`src/rtl/idxmul_pkg.sv`:
```
package idxmul_pkg;
  typedef enum logic [1:0] {
    ST_IDLE = 2'd0,
    ST_READ = 2'd1,
    ST_WAIT = 2'd2,
    ST_DONE = 2'd3
  } idxmul_st_e;
endpackage

```
`src/rtl/idxmul_ctrl.sv`:
```
module idxmul_ctrl
  import idxmul_pkg::*;
(
  input  logic       clk,
  input  logic       rst,
  input  logic       start,
  input  logic       stall,
  output idxmul_st_e st,
  output logic       accept,
  output logic       capture
);
  idxmul_st_e st_q, st_d;

  assign accept  = (st_q == ST_IDLE) && start;
  assign capture = (st_q == ST_WAIT);

  always_comb begin
    st_d = st_q;
    unique case (st_q)
      ST_IDLE: if (start)  st_d = ST_READ;
      ST_READ:             st_d = ST_WAIT;
      ST_WAIT:             st_d = ST_DONE;
      ST_DONE: if (!stall) st_d = ST_IDLE;
      default:             st_d = ST_IDLE;
    endcase
  end

  always_ff @(posedge clk) begin
    if (rst) st_q <= ST_IDLE;
    else     st_q <= st_d;
  end

  assign st = st_q;
endmodule

```
`src/rtl/idxmul_addr.sv`:
```
module idxmul_addr #(
  parameter int AW         = 32,
  parameter int IW         = 32,
  parameter int ELEM_BYTES = 4
) (
  input  logic [AW-1:0] base,
  input  logic [IW-1:0] index,
  output logic [AW-1:0] addr
);
  localparam int SHIFT = $clog2(ELEM_BYTES);
  logic [AW-1:0] idx_ext;

  generate
    if (IW >= AW) begin : g_trunc
      assign idx_ext = index[AW-1:0];
    end else begin : g_sext
      assign idx_ext = {{(AW-IW){index[IW-1]}}, index};
    end
  endgenerate

  assign addr = base + (idx_ext << SHIFT);
endmodule

```
`src/rtl/idxmul_mult.sv`:
```
module idxmul_mult #(
  parameter int DW = 32
) (
  input  logic          clk,
  input  logic          rst,
  input  logic          capture,
  input  logic [DW-1:0] opa,
  input  logic [DW-1:0] opb,
  output logic [DW-1:0] prod
);
  logic [DW-1:0] prod_lo;
  logic [DW-1:0] prod_q;

  // Low DW bits of a product do not depend on operand signedness.
  assign prod_lo = opa * opb;

  always_ff @(posedge clk) begin
    if (rst)          prod_q <= '0;
    else if (capture) prod_q <= prod_lo;
  end

  assign prod = prod_q;
endmodule

```
`src/rtl/idxmul_core.sv`:
```
module idxmul_core
  import idxmul_pkg::*;
#(
  parameter int DW         = 32,
  parameter int AW         = 32,
  parameter int IW         = 32,
  parameter int ELEM_BYTES = 4
) (
  input  logic          clk,
  input  logic          rst,
  input  logic          start,
  output logic          busy,
  input  logic [DW-1:0] arg_scale,
  input  logic [AW-1:0] arg_base,
  input  logic [IW-1:0] arg_index,
  output logic          mem_rd,
  output logic [AW-1:0] mem_addr,
  input  logic [DW-1:0] mem_rdata,
  output logic          done,
  input  logic          stall,
  output logic [DW-1:0] result
);
  idxmul_st_e    st;
  logic          accept, capture;
  logic [DW-1:0] scale_q;
  logic [AW-1:0] base_q;
  logic [IW-1:0] index_q;

  idxmul_ctrl u_ctrl (
    .clk(clk), .rst(rst), .start(start), .stall(stall),
    .st(st), .accept(accept), .capture(capture)
  );

  always_ff @(posedge clk) begin
    if (rst) begin
      scale_q <= '0;
      base_q  <= '0;
      index_q <= '0;
    end else if (accept) begin
      scale_q <= arg_scale;
      base_q  <= arg_base;
      index_q <= arg_index;
    end
  end

  idxmul_addr #(.AW(AW), .IW(IW), .ELEM_BYTES(ELEM_BYTES)) u_addr (
    .base(base_q), .index(index_q), .addr(mem_addr)
  );

  idxmul_mult #(.DW(DW)) u_mult (
    .clk(clk), .rst(rst), .capture(capture),
    .opa(scale_q), .opb(mem_rdata), .prod(result)
  );

  assign busy   = (st != ST_IDLE);
  assign mem_rd = (st == ST_READ);
  assign done   = (st == ST_DONE);
endmodule

```
`config.mk`:
```
export PLATFORM = sky130hd
export DESIGN_NAME = idxmul_core
export DESIGN_NICKNAME = d
export VERILOG_FILES = /design/src/rtl/idxmul_pkg.sv /design/src/rtl/idxmul_ctrl.sv /design/src/rtl/idxmul_addr.sv /design/src/rtl/idxmul_mult.sv /design/src/rtl/idxmul_core.sv
export SDC_FILE = /design/constraint.sdc
export NUM_CORES = 1
export LEC_CHECK = 0
export ABC_AREA = 0
export CAP_MARGIN = 10
export CORE_UTILIZATION = 50
export DETAILED_ROUTE_END_ITERATION = 8
export PLACE_DENSITY = 0.71
export SYNTH_ARGS = -nofsm -noshare
export SYNTH_HDL_FRONTEND = slang
export SYNTH_SLANG_ARGS = --single-unit
```
`constraint.sdc`:
```
create_clock -name clk -period 12.7 [get_ports clk]
set_input_delay 1.27 -clock clk [delete_from_list [all_inputs] [get_ports clk]]
set_output_delay 1.27 -clock clk [all_outputs]
set_load 0.02 [all_outputs]
```
==> flow_summary.json <==
{
  "status": "complete, no violations",
  "track_usage_pct": 26.4,
  "critPathMaxStageDelay_ns": 1.01,
  "ios": 199,
  "grt_pass1_wl_um": 91300,
  "die-area_mm2": 0.0439,
  "grt_pass1_vias": 17700,
  "numCtsBuffers": 17,
  "nFillCells": 3745,
  "antenna_cells": 0,
  "cp-end-kind": "flop",
  "path_cells": "clkdlybuf4s50_1 -> and2_1 -> fa_1 -> fa_1 -> inv_1 -> fa_1 -> fa_1 -> inv_1 -> fa_1 -> fa_1 -> inv_1 -> fa_1 -> fa_1 -> inv_1 -> ha_1 -> a211oi_2 -> nor2_1 -> or3_1 -> a221o_1 -> a221o_1 -> a21oi_2 -> o21ai_1 -> xnor2_1 -> a211oi_1",
  "vias": 16900,
  "ir_worst_vdd_mv": 0.335,
  "syn-instance-count": 2487,
  "worstSkewPairLatency_ns": 0.43,
  "htree_levels": 4,
  "drt-initial-drc-count": 981,
  "arrival_ns": 9.40,
  "crit_top_cell": "fa_1",
  "finalSetupViolations": 0,
  "seq_area_mm2": 0.00256,
  "netlist_top_cells_count": "474 x nand2_1, 418 x inv_1, 409 x fa_1",
  "die_w_um": 210,
  "worstSetupPathType": "primary input to flop",
  "startpoint_type": "primary input",
  "synth_top_area_share_pct": 38.0,
  "drc": 0,
  "ys_seq_elements": 128,
  "whs_ns": 0.456,
  "dp_cells": 3113,
  "viasPerCell": 5.37,
  "rsz0062_at_grt": "no",
  "drive_gt1_share_pct": 2.88,
  "portBuffers": 196,
  "cap_violations": 0,
  "timing.final.crit_share_pct": 71.4,
  "hpwlAfterDp_um": 43700,
  "final_cell_count_no_fill": 3145,
  "synth_nets": 3185,
  "cp_top_family": "adder cells",
  "antenna_found_initial": 1,
  "antenna_left": 0,
  "area_growth_pct": 13.4,
  "cts_tree": "yes",
  "cts_sinks": 128,
  "synth_edf_count": 0,
  "ys_async_sr_fraction_pct": 0,
  "finalHoldViolations": 0,
  "power_uw": 6450,
  "synth_top_cells_by_area": "fa_1 38%, dfxtp_1 12%, ha_1 9.1%",
  "ctsHoldBuffers": 0,
  "slew_viol_final": 0,
  "synth_cell_types": 65,
  "rows": 75,
  "cts_resized": 0,
  "die-height_um": 210,
  "ys_seq_area_share_pct": 11.9,
  "syn_area_mm2": 0.0215,
  "worst_path_max_delay_cell": "clkdlybuf4s50_1",
  "cts_max_path_buffers": 2,
  "firstDrtPassIters": 5,
  "crit_required_ns": 13.03,
  "avgSynthCellArea_um2": 8.66,
  "synth_top_area_cell": "fa_1",
  "grt-ovfl-total": 0,
  "powerDensity_mw_per_mm2": 264,
  "routed_wl_um": 55900,
  "cts_setup_buffers": 0,
  "fmax_ghz": 0.110,
  "power.leakage_uw": 0.0114,
  "tightestPinTransition_ns": 1.13,
  "synth_most_common_cell": "nand2_1",
  "gp_congestion": 0.869,
  "clk_pin_slew_ns": 0.06,
  "tns_ns": 0,
  "multiInputGateArea_mm2": 0.0169,
  "dpl-instance-area_mm2": 0.0239,
  "grt_max_degree": 95,
  "yosysWarningCount": 0,
  "clock_skew_ns": 0.0168,
  "final_cell_area_mm2": 0.0244,
  "critical_path_buf_inv_count": 5,
  "path_max_fanout": 27,
  "fin_crit_ns": 9.07,
  "start_util_pct": 51.0,
  "cts_root_buf": "clkbuf_16",
  "wl_per_cell_um": 17.8,
  "relSlewSlack_pct": 24.1,
  "hp-class": "flop to flop",
  "ys.flop_type": "dfxtp_1",
  "nNetsFinal": 3291,
  "fp.coreArea_mm2": 0.0422
}
## cells by family after synthesis
logic type      after synthesis  synth area share, %
fa+ha+maj                   566                 47.1
xor+xnor                    101                 4.11
mux                          22                 1.02
compound gates              266                 7.70
flops                       128                 11.9
buf+inv                     554                 9.70
simple gates                850                 18.5
## cell usage in the layout, fill, tap and decap left out, drive strengths merged, types with 4 or more instances in the layout
master           n
nor2            55
a21o            22
o21bai           6
and3             9
nand2          474
xor2            22
nand2b          10
nor3             8
clkinv           6
o211ai           4
buf             27
and2           264
mux2i           22
clkdlybuf4s50  195
dfxtp          128
fa             409
nand3           14
a211oi          11
o21a            10
a31oi            7
clkbuf          17
o31ai            6
inv            427
o21ai           30
ha             157
xnor2           79
a21oi          134
## through the flow
stage | util (%) | setup WS, ns
after floorplan | - | 4.54
after global placement | 56.5 | 3.32
after detailed placement | 56.5 | 3.26
after CTS | 57.9 | 3.68
after global routing | 57.9 | 3.30
final | 57.9 | 3.63
## worst paths after layout
kind / slack (ns) / endpoint / cells past startpoint / start
worst max-delay path: 3.63 / u_mult.prod[31]$_SDFFE_PP0P_ / 24 / mem_rdata[5]
worst max register to register: 4.79 / u_mult.prod[31]$_SDFFE_PP0P_ / 25 / scale_q[4]$_SDFFE_PP0P_
worst min-delay path: 0.46 / scale_q[31]$_SDFFE_PP0P_ / 2 / scale_q[31]$_SDFFE_PP0P_
worst min register to register: 0.46 / scale_q[31]$_SDFFE_PP0P_ / 2 / scale_q[31]$_SDFFE_PP0P_
## registers in the layout, summed over array words and instances, names as in the netlist
register	count
base_q	32
scale_q	32
u_ctrl.st	2
index_q	30
u_mult.prod	32
## cell type report
type                    instances  share of cell area [%]
flip-flops and latches        128                    10.5
clock buffers                  17                    1.74
clock inverters                15                   0.599
inverters                     419                    6.44
repair buffers                222                    8.82
well taps                     539                    2.76
multi-input cells            1805                    69.2
## report_power, final
group	switching, µW	internal, µW
clock	219	260
combinational	3150	2250
sequential	86.3	480
total	3460	2990
## worst reg2reg max path, delay by kind of cell, from the launching register on
kind	cells	cell delay (ns)
flops	1	0.83
compound gates	6	1.44
fa+ha+maj	9	4.16
xor+xnor	1	0.14
buf+inv	6	0.67
simple gates	3	0.55
## layer usage
| metal | part of all wire [%] | vias to the layer above | GRT usage (%) |
|---|---|---|---|
| met5 | 0 | - | 0 |
| met4 | 3.4 | 0 | 8.94 |
| met3 | 7.1 | 93 | 4.77 |
| met1 | 42 | 8469 | 35.1 |
| met2 | 48 | 603 | 43.7 |
| li1 | - | 7734 | - |
No activity file was read; power rests on OpenSTA's default activity.
